## src/rtl/drvctl_pkg.sv

```systemverilog
package drvctl_pkg;

    // Field positions within the stored control byte.
    localparam int unsigned BYTE_W      = 8;
    localparam int unsigned F_SEL_LSB   = 0;
    localparam int unsigned F_RUN_N     = 2;   // 0 = core held in reset
    localparam int unsigned F_DMA_EN    = 3;
    localparam int unsigned F_MOT_LSB   = 4;

    // Reset sequencer states.
    typedef enum logic [0:0] {
        ST_HELD = 1'b0,   // core held in reset
        ST_RUN  = 1'b1    // core running
    } seq_state_e;

endpackage

```

## src/rtl/drvctl_store.sv

```systemverilog
module drvctl_store #(
    parameter int unsigned ADDR_W    = 10,
    parameter int unsigned DATA_W    = 8,
    parameter logic [ADDR_W-1:0] BASE_ADDR = 10'h3F2
) (
    input  logic              clk,
    input  logic              rst_n,
    input  logic [ADDR_W-1:0] io_addr,
    input  logic              io_wr,
    input  logic              io_rd,
    input  logic [DATA_W-1:0] io_wdata,
    output logic [DATA_W-1:0] q,
    output logic              wr_hit,
    output logic              rd_hit
);

    logic addr_hit;

    always_comb begin
        addr_hit = (io_addr == BASE_ADDR);
        wr_hit   = io_wr && addr_hit;
        rd_hit   = io_rd && addr_hit;
    end

    always_ff @(posedge clk or negedge rst_n) begin
        if (!rst_n) begin
            q <= '0;
        end else if (wr_hit) begin
            q <= io_wdata;
        end
    end

endmodule

```

## src/rtl/drvctl_rst_seq.sv

```systemverilog
module drvctl_rst_seq
    import drvctl_pkg::*;
(
    input  logic clk,
    input  logic rst_n,
    input  logic wr_hit,
    input  logic run_n_wr,
    output logic core_rst
);

    seq_state_e state_q;
    seq_state_e state_d;

    // State register.
    always_ff @(posedge clk or negedge rst_n) begin
        if (!rst_n) begin
            state_q <= ST_HELD;
        end else begin
            state_q <= state_d;
        end
    end

    // Transitions: RELEASE (HELD -> RUN) and ENGAGE (RUN -> HELD).
    always_comb begin
        state_d = state_q;
        unique case (state_q)
            ST_HELD: if (wr_hit && run_n_wr)  state_d = ST_RUN;
            ST_RUN:  if (wr_hit && !run_n_wr) state_d = ST_HELD;
        endcase
    end

    // Output is decoded from the state flop only, so it cannot glitch.
    always_comb begin
        unique case (state_q)
            ST_HELD: core_rst = 1'b1;
            ST_RUN:  core_rst = 1'b0;
        endcase
    end

endmodule

```

## src/rtl/drvctl_decode.sv

```systemverilog
module drvctl_decode #(
    parameter int unsigned NUM_DRIVES = 4,
    parameter int unsigned NUM_MOTORS = 2,
    localparam int unsigned SEL_W     = $clog2(NUM_DRIVES)
) (
    input  logic [SEL_W-1:0]      sel_code,
    input  logic [NUM_MOTORS-1:0] mot_bits,
    output logic [NUM_DRIVES-1:0] drv_sel,
    output logic [NUM_MOTORS-1:0] motor_on
);

    for (genvar g = 0; g < NUM_DRIVES; g++) begin : g_sel
        assign drv_sel[g] = (sel_code == SEL_W'(g));
    end

    for (genvar m = 0; m < NUM_MOTORS; m++) begin : g_mot
        assign motor_on[m] = mot_bits[m];
    end

endmodule

```

## src/rtl/drvctl_gate.sv

```systemverilog
module drvctl_gate (
    input  logic mode_open,
    input  logic dma_en_bit,
    input  logic drq_in,
    input  logic dack_n_in,
    input  logic tc_in,
    input  logic intr_in,
    output logic drq_out,
    output logic drq_oe,
    output logic dack_n_out,
    output logic tc_out,
    output logic intr_out
);

    logic path_open;

    always_comb begin
        path_open  = mode_open || dma_en_bit;
        drq_oe     = path_open;
        drq_out    = path_open && drq_in;
        dack_n_out = path_open ? dack_n_in : 1'b1;
        tc_out     = path_open && tc_in;
        intr_out   = path_open && intr_in;
    end

endmodule

```

## src/rtl/drvctl_reg.sv

```systemverilog
module drvctl_reg
    import drvctl_pkg::*;
#(
    parameter int unsigned ADDR_W     = 10,
    parameter logic [ADDR_W-1:0] BASE_ADDR = 10'h3F2,
    parameter int unsigned NUM_DRIVES = 4,
    parameter int unsigned NUM_MOTORS = 2,
    localparam int unsigned SEL_W     = $clog2(NUM_DRIVES)
) (
    input  logic                  clk,
    input  logic                  rst_n,
    input  logic [ADDR_W-1:0]     io_addr,
    input  logic                  io_wr,
    input  logic                  io_rd,
    input  logic [BYTE_W-1:0]     io_wdata,
    output logic [BYTE_W-1:0]     io_rdata,
    input  logic                  mode_open,
    input  logic                  drq_in,
    input  logic                  dack_n_in,
    input  logic                  tc_in,
    input  logic                  intr_in,
    output logic [NUM_DRIVES-1:0] drv_sel,
    output logic [NUM_MOTORS-1:0] motor_on,
    output logic                  core_rst,
    output logic                  drq_out,
    output logic                  drq_oe,
    output logic                  dack_n_out,
    output logic                  tc_out,
    output logic                  intr_out
);

    logic [BYTE_W-1:0] dor_q;
    logic              wr_hit;
    logic              rd_hit;

    drvctl_store #(
        .ADDR_W    (ADDR_W),
        .DATA_W    (BYTE_W),
        .BASE_ADDR (BASE_ADDR)
    ) u_store (
        .clk      (clk),
        .rst_n    (rst_n),
        .io_addr  (io_addr),
        .io_wr    (io_wr),
        .io_rd    (io_rd),
        .io_wdata (io_wdata),
        .q        (dor_q),
        .wr_hit   (wr_hit),
        .rd_hit   (rd_hit)
    );

    drvctl_rst_seq u_seq (
        .clk      (clk),
        .rst_n    (rst_n),
        .wr_hit   (wr_hit),
        .run_n_wr (io_wdata[F_RUN_N]),
        .core_rst (core_rst)
    );

    drvctl_decode #(
        .NUM_DRIVES (NUM_DRIVES),
        .NUM_MOTORS (NUM_MOTORS)
    ) u_dec (
        .sel_code (dor_q[F_SEL_LSB +: SEL_W]),
        .mot_bits (dor_q[F_MOT_LSB +: NUM_MOTORS]),
        .drv_sel  (drv_sel),
        .motor_on (motor_on)
    );

    drvctl_gate u_gate (
        .mode_open  (mode_open),
        .dma_en_bit (dor_q[F_DMA_EN]),
        .drq_in     (drq_in),
        .dack_n_in  (dack_n_in),
        .tc_in      (tc_in),
        .intr_in    (intr_in),
        .drq_out    (drq_out),
        .drq_oe     (drq_oe),
        .dack_n_out (dack_n_out),
        .tc_out     (tc_out),
        .intr_out   (intr_out)
    );

    // Read path: the full byte, including bits with no output.
    always_comb begin
        io_rdata = rd_hit ? dor_q : '0;
    end

endmodule

```

## config.mk

```make
export PLATFORM = sky130hd
export DESIGN_NAME = drvctl_reg
export DESIGN_NICKNAME = d
export VERILOG_FILES = /design/src/rtl/drvctl_pkg.sv /design/src/rtl/drvctl_store.sv /design/src/rtl/drvctl_rst_seq.sv /design/src/rtl/drvctl_decode.sv /design/src/rtl/drvctl_gate.sv /design/src/rtl/drvctl_reg.sv
export SDC_FILE = /design/constraint.sdc
export NUM_CORES = 1
export LEC_CHECK = 0
export CAP_MARGIN = 15
export CORE_AREA = 2 2 39 41
export CTS_BUF_LIST = sky130_fd_sc_hd__clkbuf_2 sky130_fd_sc_hd__clkbuf_4 sky130_fd_sc_hd__clkbuf_8
export CTS_CLUSTER_DIAMETER = 50
export CTS_CLUSTER_SIZE = 16
export DETAILED_ROUTE_END_ITERATION = 16
export DIE_AREA = 0 0 41 43
export DONT_BUFFER_PORTS = 1
export HOLD_SLACK_MARGIN = 0.03
export SYNTH_ARGS = -nofsm -noshare
export SYNTH_HDL_FRONTEND = slang
export SYNTH_SLANG_ARGS = --single-unit
export TNS_END_PERCENT = 5
```

## constraint.sdc

```tcl
create_clock -name clk -period 2.89 [get_ports clk]
set_input_delay 0.4335 -clock clk [delete_from_list [all_inputs] [get_ports clk]]
set_output_delay 0.4335 -clock clk [all_outputs]
set_load 0.005 [all_outputs]
```

==> results of run 1 <==
[routing by layer]
layer	vias up	wire length (µm)	GRT usage (%)
li1	152	-	-
met1	152	331	12.83
met2	28	477	17.19
met3	2	84	3.141
met4	0	14	8.000
met5	-	0	0
[synth_stat cells]
library cell and count:
nand4bb_1 1, nor2_1 2, or2_2 1, buf_4 2, nor2b_1 5, and2_1 9, dfrtp_1 8, nor4_1 1
buf_6 1, nand2b_4 1, mux2_4 8, nand4_1 1, or4_4 1, inv_1 4
[where the power goes]
part / total, mW / leakage, nW / internal, mW / switching (mW)
Combinational: 0.0143 / 0.161 / 0.00768 / 0.00659
Clock: 0.0807 / 0.0138 / 0.0472 / 0.0335
Sequential: 0.115 / 0.111 / 0.114 / 0.00144
[logic make-up (layout without fill, tap and decap cells)]
kind of cell | count (synthesis) | in the layout
multiplexers | 8 | 8
AND/OR/NAND/NOR | 22 | 22
buffers and inverters | 7 | 9
flip-flops | 8 | 8
[cell type report]
cell class,count,share of cell area [%]
timing repair buffer,2,3.211
sequential,8,36.70
clock buffer,3,4.128
tap,16,3.670
inverter,4,2.752
multi-input combinational,30,49.54
[metrics by stage]
stage / power (mW) / util (%) / worst slack [ns]
floorplan: 0.1277 / - / 1.173
global placement: 0.1283 / 37.07 / 1.271
detailed placement: 0.1286 / 37.07 / 1.210
CTS: 0.2165 / 39.42 / 1.211
global route: 0.2242 / 39.42 / 1.147
finish: 0.2102 / 39.42 / 1.258
[worst max-delay path, delay by kind of cell]
family	cells	cell delay [ns]
buffers and inverters	1	0.20
and+or+nand+nor	3	0.56
[worst min-delay path by stage]
stage | startpoint | endpoint | slack (ns) | depth (start not counted)
3_3_place_gp | rst_n | u_store.q[7] | 0.14 | 0
4_1_cts | io_wdata[0] | u_store.q[0] | 0.32 | 1
3_5_place_dp | rst_n | u_store.q[7] | 0.14 | 0
6_report | io_wdata[6] | u_store.q[6] | 0.33 | 1
5_1_grt | io_wdata[0] | u_store.q[0] | 0.31 | 1
2_1_floorplan | rst_n | async pin | 0.14 | 0
[what timing repair did]
action / CTS / global route
hold buffers: 1 / 0
endpoints found under the hold margin: 8 / 0
setup endpoints to repair: 0 / 0
==> results.md, run 1 <==
- Setup CP Type: input pin to primary output
- Simple-Gate Fraction of Synth Area: 29.34%
- Xor-xnor portion of the synthesized cell area: 0%
- CP startpoint: io_addr[2]
- Placed Cells: 59
- # IOs: 47
- Post-detail-place hpwl: 754.2 µm
- Seq/Total Area, Yosys: 39.12%
- Post-cts sizing count: 0
- Avg WL per Cell: 14.40 µm
- Seq cells post-synth: 8
- Most common cell after layout, fill and taps aside: and2_1
- Hold_ws: 0.3326 ns
- Compound-Gate Fraction of Synth Area: 0%
- Fmax: 0.6129 GHz
- Status: finished clean
- Final #Nets: 76
- CTS tree: yes
- Maximum VDD drop: 0.0001872 V
- Post-Syn Nets: 72
- First-pass GRT wire length: 1304 µm
- LEAKAGE: 0.2863 nW
- Fill cells: 141
- CP Data Required Time: 2.46 ns
- Most frequent cells in the layout: and2_1 (9), mux2_4 (8), dfrtp_1 (8), nor2b_1 (5), inv_1 (4)
- CORE AREA: 1384 µm²
- Slowest cell on the critical path: nor4_1
- Post-synthesis cell type count: 14
- Number of global-route vias before repair: 317
- Setup crit end: io_rdata[6]
- Worst setup SP type: input pin
- Worst R2R Path Depth: 1
- ANT cells: 0
- Final Max Tran Viols: 0
- Post-Synth Adder-Cell Area: 0%
- Synthesized area per cell: 11.37 µm²
- Vias post-DR: 334
- Clock-pin slew on the worst setup and hold paths: 0.05 ns
- Multiplexer share of the synthesized area: 23.47%
- Number of vias per cell: 5.302
- Crit. End Element: primary output
- Final critical-path share of the clock period: 56.45%
- Site Rows: 14
- Final setup violation count: 0
- GRT Resource Usage Total: 11.32%
- Worst r2r src: u_store.q[1]
- Final WL: 907 µm
- Share of cells above drive strength 1: 31.91%
- Initial antenna violation count: 0
- Worst slew pin tran: 0.3697 ns
- Starting Density: 36.98%
- Area leader, netlist: dfrtp_1
- Synth area leaders: dfrtp_1 (39%), mux2_4 (23%), and2_1 (11%)
- Slowest stage delay, CP: 0.21 ns
- Cells after synthesis: 45
- Die H: 43 µm
- Register area: 200.2 µm²
- Cells along the critical path: nand4bb_1 -> nor4_1 -> buf_4 -> and2_1
- TritonCTS Sinks: 8
- Die area: 1763 µm²
- Crit-path max FO: 8
- Worst-skew pair later-pin latency: 0.24 ns
- Top-area cell type share of the netlist area: 39.12%
- Rel. slew slack: 75.27%
- Post-DRT Antenna Nets: 0
- Placed Area: 513.0 µm²
- Final Hold Fails: 0
- R2r endpoint: u_store.q[1]
- Final setup TNS: 0 ns
- Final Cell Area: 545.5 µm²
- DRT Pass-1 Iters: 2
- Die X: 41 µm
- Layout Skew: 0 ns
- CTS root buffer: clkbuf_4
- DRC: 0
- 1st-iter DRT viols: 1
- RSZ-0062 raised after global routing: no
- Max-cap violations: 0
- Min Tclk post-route: 1.632 ns
- Number of synthesis warnings: 0
- Total gr overflow: 0
- Pwr dens: 385.4 nW/µm²
- H-Tree Depth: 1
- Area of the multi-input gates: 270.3 µm²
- Mapped cell area: 511.7 µm²
- GP Congestion: 0.6454
- Port bufs: 0
- Area Growth Syn to Fin: 6.601%
- Largest net degree at the start of global routing: 9
- Clock buffer depth: 2
- Critical Path AT: 1.20 ns
- Main combinational cell family by area after synthesis: simple AND/OR/NAND/NOR gates
- Setup Buffers After CTS: 0
- TritonCTS Buffers: 3
- Reg-to-reg setup timing slack: 2.09 ns
- Post-route insts no fill: 63
- HP Class: input pin to register
No activity file was read; power rests on OpenSTA's default activity.
==> run 2: changes to the inputs <==
- clock period: 2.89 -> 1.3 ns (I/O delays scaled with it)
==> run 2 against run 1 <==
Cell count unchanged. Count of clock-buffer cells in the layout unchanged. Non-clock buffer count unchanged. Critical path depth unchanged. First-iteration DRC count decreased by 100%. Combinational power increased by 120%. Worst hold slack got worse by 0.24 ns. Flip-flop and latch count unchanged.
==> results.md, run 2 (synthesized netlist as in run 1, its figures left out) <==
- Final Power: 0.4675 mW (+120%)
- Port bufs: 0 (unchanged)
- Final WL: 911 µm (+0.44%)
- Initial antenna violation count: 0 (unchanged)
- Final Cell Area: 548.0 µm² (+0.46%)
- 1st-iter DRT viols: 0 (-1)
- Number of vias per cell: 5.333 (+0.60%)
- Post-DRT Antenna Nets: 0 (unchanged)
- Layout Skew: 0 ns (unchanged)
- Avg WL per Cell: 14.46 µm (+0.44%)
- H-Tree Depth: 1 (unchanged)
- Vias post-DR: 336 (+0.60%)
- Post-route setup slack: 0.1455 ns (-1.113 ns)
- Final Hold Fails: 0 (unchanged)
- Min Tclk post-route: 1.155 ns
- Crit. End Element: primary output
- GP Congestion: 0.6453 (about the same)
- Fill cells: 144 (+2.1%)
- TritonCTS Sinks: 8 (unchanged)
- Final Max Tran Viols: 0 (unchanged)
- Clock-pin slew on the worst setup and hold paths: 0.05 ns (about the same)
- GRT Resource Usage Total: 11.32% (unchanged)
- DRT Pass-1 Iters: 1 (-1)
- DRC: 0 (unchanged)
- Max-cap violations: 0 (unchanged)
- Dpl ws: -0.1032 ns (-1.313 ns)
- Most common cell after layout, fill and taps aside: and2_1
- Worst slew pin tran: 0.3697 ns (unchanged)
- Register area: 200.2 µm² (unchanged)
- CTS tree: yes
- Share of cells above drive strength 1: 34.04% (+2.1 points)
- Fmax: 0.8661 GHz
- Worst Hold End: u_store.q[6]
- Reg-to-reg setup timing slack: 0.50 ns (-1.59 ns)
- Site Rows: 14 (unchanged)
- Die H: 43 µm (unchanged)
- Rel. slew slack: 75.27% (unchanged)
- LEAKAGE: 0.2865 nW (about the same)
- Starting Density: 36.98% (unchanged)
- Worst r2r src: u_store.q[1]
- Post-route insts no fill: 63 (unchanged)
- Die X: 41 µm (unchanged)
- Final setup TNS: 0 ns (unchanged)
- Setup CP Type: input pin to primary output
- ANT cells: 0 (unchanged)
- Maximum VDD drop: 0.0004157 V (+120%)
- R2r endpoint: u_store.q[1]
- Clock buffer depth: 2 (unchanged)
- TritonCTS Buffers: 3 (unchanged)
- CP Data Required Time: 1.11 ns (-1.35 ns)
- Area Growth Syn to Fin: 7.091%
- Placed Area: 513.0 µm² (unchanged)
- Total gr overflow: 0 (unchanged)
- Worst-skew pair later-pin latency: 0.24 ns (about the same)
- Worst setup SP type: input pin
- Final setup violation count: 0 (unchanged)
- Post-detail-place hpwl: 754.2 µm (unchanged)
- Pwr dens: 853.1 nW/µm² (+120%)
- Most frequent cells in the layout: and2_1 (9), mux2_4 (8), dfrtp_1 (8), nor2b_1 (5), inv_1 (4)
- Final critical-path share of the clock period: 88.81%
- Placed Cells: 59 (unchanged)
- HP Start: io_wdata[6]
- Hold depth: 1 (unchanged)
- Worst R2R Path Depth: 1 (unchanged)
- # IOs: 47 (unchanged)
- HP Class: input pin to register
- Critical Path AT: 0.96 ns (-0.24 ns)
- RSZ-0062 raised after global routing: no
- First-pass GRT wire length: 1304 µm (unchanged)
- Largest net degree at the start of global routing: 9 (unchanged)
- Final #Nets: 76 (unchanged)
- CORE AREA: 1384 µm² (unchanged)
- Die area: 1763 µm² (unchanged)
- Crit-path max FO: 8 (unchanged)
- Area of the multi-input gates: 272.8 µm² (+0.93%)
- Number of global-route vias before repair: 317 (unchanged)
- CTS root buffer: clkbuf_4
- Status: finished clean
## run 2: cell counts in the layout (fill, tap and decap cells not counted)
No cell type changed its count.
## run 2: through the flow
step,hold WS (ns),utilization (%)
final,0.09430,39.60
after global routing,0.07430,39.60
after CTS,0.08477,39.42
after detailed placement,-0.1004,37.07
after global placement,-0.1004,37.07
after floorplan,-0.1006,-
## run 2: area by class of cell
| cell class | instances | area share, % |
|---|---|---|
| Tap cell | 16 | 3.653 |
| Clock buffer | 3 | 4.110 |
| Sequential cell | 8 | 36.53 |
| Multi-Input combinational cell | 30 | 49.77 |
| Timing Repair Buffer | 2 | 3.196 |
| Inverter | 4 | 2.740 |
## run 2: critical path: stages
cell and delay (ns):
nand4bb_1 0.20, nor4_1 0.21, buf_4 0.20, and2_1 0.15
## run 2: report_power, final
group / internal, mW / switching (mW) / total [mW]
sequential: 0.253 / 0.00327 / 0.256
combinational: 0.0174 / 0.0147 / 0.0320
clock: 0.105 / 0.0742 / 0.179
total: 0.375 / 0.0921 / 0.468
## run 2: worst max path at each step
stage                             from      endpoint  depth (start not counted)
after global routing        io_addr[2]   io_rdata[5]                          4
after detailed placement    io_addr[2]      register                          3
final                       io_addr[2]   io_rdata[6]                          4
after CTS                 u_store.q[3]    dack_n_out                          2
after global placement      io_addr[0]  u_store.q[7]                          3
after floorplan             io_addr[0]      register                          4
## run 2: what timing repair did
item | 4_1_cts | 5_1_grt
hold endpoints to repair | 8 | 0
hold buffers | 1 | 0
endpoints found under the setup margin | 0 | 1
resized for setup | 0 | 1
buffers inserted | 0 | 0
## run 2: layer usage
| layer | global-route usage [%] | vias up | wire [µm] |
|---|---|---|---|
| li1 | - | 153 | - |
| met1 | 12.83 | 153 | 332 |
| met2 | 17.19 | 28 | 480 |
| met3 | 3.141 | 2 | 84 |
| met4 | 8.000 | 0 | 14 |
| met5 | 0 | - | 0 |
==> run 3: changes to the inputs <==
- ABC_AREA: unset -> 1
==> run 3 against run 2 <==
Global-route usage increased by 3.4 points. Core utilization increased by 5.9 points. Non-clock buffer count unchanged.
==> results.md, run 3 <==
- Share of cells above drive strength 1: 25.88% (-8.2 points)
- Register area: 200.2 µm² (unchanged)
- Post-synth EDFFs: 0 (unchanged)
- Post-Syn Nets: 110 (+53%)
- Top FF cell, synth: dfrtp_1
- 1st-iter DRT viols: 7 (+7)
- Die H: 43 µm (unchanged)
- Area Growth Syn to Fin: 7.249%
- Top-area cell type share of the netlist area: 34.12% (-5.0 points)
- Vias post-DR: 497 (+48%)
- Number of vias per cell: 4.921 (-7.7%)
- ANT cells: 0 (unchanged)
- Starting Density: 42.41% (+5.4 points)
- Area of the multi-input gates: 301.5 µm² (+11%)
- Status: finished clean
- Avg WL per Cell: 11.60 µm (-20%)
- FFs w/ async S/R, synth: 100.0% (unchanged)
- TritonCTS Sinks: 8 (unchanged)
- Site Rows: 14 (unchanged)
- Final #Nets: 114 (+50%)
- Placed Cells: 97 (+64%)
- Die X: 41 µm (unchanged)
- Die area: 1763 µm² (unchanged)
- Fmax: 0.8526 GHz (-1.6%)
- Pwr dens: 773.8 nW/µm² (-9.3%)
- DRT Pass-1 Iters: 3 (+2)
- CP Data Required Time: 1.11 ns (about the same)
- Initial antenna violation count: 0 (unchanged)
- Cells after synthesis: 83 (+84%)
- Post-detail-place hpwl: 970.9 µm (+29%)
- Worst-skew pair later-pin latency: 0.25 ns (about the same)
- Most common cell after layout, fill and taps aside: nand2_1
- Final setup TNS: 0 ns (unchanged)
- Final setup violation count: 0 (unchanged)
- Min Tclk post-route: 1.173 ns (+0.01828 ns)
- Sw frac: 23.24% (+3.5 points)
- Final Cell Area: 629.4 µm² (+15%)
- Synth area leaders: dfrtp_1 (34%), nand2_1 (13%), inv_1 (11%)
- Mapped cell area: 586.8 µm² (+15%)
- Post-route insts no fill: 101 (+60%)
- GRT Resource Usage Total: 14.75% (+3.4 points)
- Number of global-route vias before repair: 402 (+27%)
- Critical Path AT: 0.98 ns (+0.02 ns)
- Largest net degree at the start of global routing: 10 (+1)
- CTS root buffer: clkbuf_4
- Placed Area: 594.3 µm² (+16%)
- CORE AREA: 1384 µm² (unchanged)
- CTS tree: yes
- Int Power: 0.3738 mW (-0.44%)
- Total gr overflow: 0 (unchanged)
- Setup CP Type: register to primary output
- Final critical-path share of the clock period: 90.22% (+1.4 points)
- Clock share of power: 37.8% (-0.5 points)
- Seq cells post-synth: 8 (unchanged)
- Logic pwr share: 9.6% (+2.7 points)
- Top cells by count, synth: nand2_1 (21), inv_1 (17), nor2_1 (9), nor2_2 (9)
- Most frequent cells in the layout: nand2_1 (21), inv_1 (17), nor2_2 (10)
- First-pass GRT wire length: 1738 µm (+33%)
- LEAKAGE: 0.3335 nW (+16%)
- Crit. End Element: primary output
- Rel. slew slack: 75.08% (-0.19 points)
- DRC: 0 (unchanged)
- Post-DRT Antenna Nets: 0 (unchanged)
- Final Power: 0.4870 mW (+4.2%)
- Area leader, netlist: dfrtp_1
- Seq/Total Area, Yosys: 34.12% (-5.0 points)
- Maximum VDD drop: 0.0003411 V (-18%)
- Max-cap violations: 0 (unchanged)
- Number of synthesis warnings: 0 (unchanged)
- Final Hold Fails: 0 (unchanged)
- GP Congestion: 0.6472 (+0.29%)
- Post-synthesis cell type count: 15 (+1)
- Port bufs: 0 (unchanged)
- Clock buffer depth: 2 (unchanged)
- Switching Power: 0.1132 mW (+23%)
- Final Max Tran Viols: 0 (unchanged)
- Final WL: 1172 µm (+29%)
- TritonCTS Buffers: 3 (unchanged)
- Layout Skew: 0 ns (unchanged)
- RSZ-0062 raised after global routing: no
- Crit-path max FO: 5 (-3)
- # IOs: 47 (unchanged)
- HP Class: input pin to register
- Clock-pin slew on the worst setup and hold paths: 0.05 ns (about the same)
- Sequential share of power: 52.6% (-2.2 points)
- Most common cell in the netlist: nand2_1
- Synthesized area per cell: 7.070 µm² (-38%)
- Fill cells: 148 (+2.8%)
- Worst slew pin tran: 0.3726 ns (+0.002861 ns)
- H-Tree Depth: 1 (unchanged)
- Worst setup SP type: register
[run 3: kinds of logic (layout without fill, tap and decap cells)]
group,after synthesis,after routing,share of synthesized area (%)
buffers and inverters,21,23,14.92
DFF,8,8,34.11
and+or+nand+nor,54,54,50.96
[run 3: path summary, 6_finish.rpt]
check                        startpoint           end  slack (ns)  cells past startpoint
max                        u_store.q[3]    dack_n_out        0.13                      2
max reg2reg                u_store.q[1]  u_store.q[1]        0.64                      2
min reg2reg                    register      register        0.47                      2
min                               io_wr  u_store.q[3]        0.09                      2
min in group asynchronous         rst_n     async pin        0.30                      1
max in group asynchronous         rst_n  u_store.q[3]        0.74                      1
[run 3: area by class of cell]
cell class,count,area share (%)
inverter,18,10.74
sequential,8,31.81
timing repair buffer,2,2.783
multi-input combinational,54,47.91
tap,16,3.181
clock buffer,3,3.579
[run 3: layer usage]
metal | track usage, % | vias up | wire length, µm
met5 | 0 | - | 0
met2 | 22.50 | 24 | 642
li1 | - | 254 | -
met3 | 4.188 | 2 | 88
met1 | 18.69 | 217 | 431
met4 | 6.000 | 0 | 9
[run 3: power groups by stage]
stage / logic [mW] / registers, mW / clock network, mW
after global placement: 0.0393 / 0.260 / 0
final: 0.0467 / 0.256 / 0.184
after global routing: 0.0539 / 0.257 / 0.204
after floorplan: 0.0405 / 0.260 / 0
after detailed placement: 0.0405 / 0.260 / 0
after CTS: 0.0479 / 0.256 / 0.187
[run 3: metrics by stage]
step | utilization (%) | hold slack [ns] | setup slack (ns)
6_report | 45.48 | 0.09107 | 0.1272
5_1_grt | 45.48 | 0.08739 | 0.04618
4_1_cts | 45.30 | 0.09085 | 0.05396
3_5_place_dp | 42.95 | -0.1004 | 0.2252
3_3_place_gp | 42.95 | -0.1004 | 0.2440
2_1_floorplan | - | -0.1006 | 0.3317
[run 3: timing repair]
item                                    4_1_cts  5_1_grt
hold buffers                                  1        0
endpoints found under the setup margin        0        1
resized for setup                             0        1
setup buffers                                 0        0
endpoints found under the hold margin         8        0
[run 3: critical path, stage by stage, from the launching register on]
cell	delay [ns]
dfrtp_1	0.38
nor2_2	0.07
or2_2	0.28
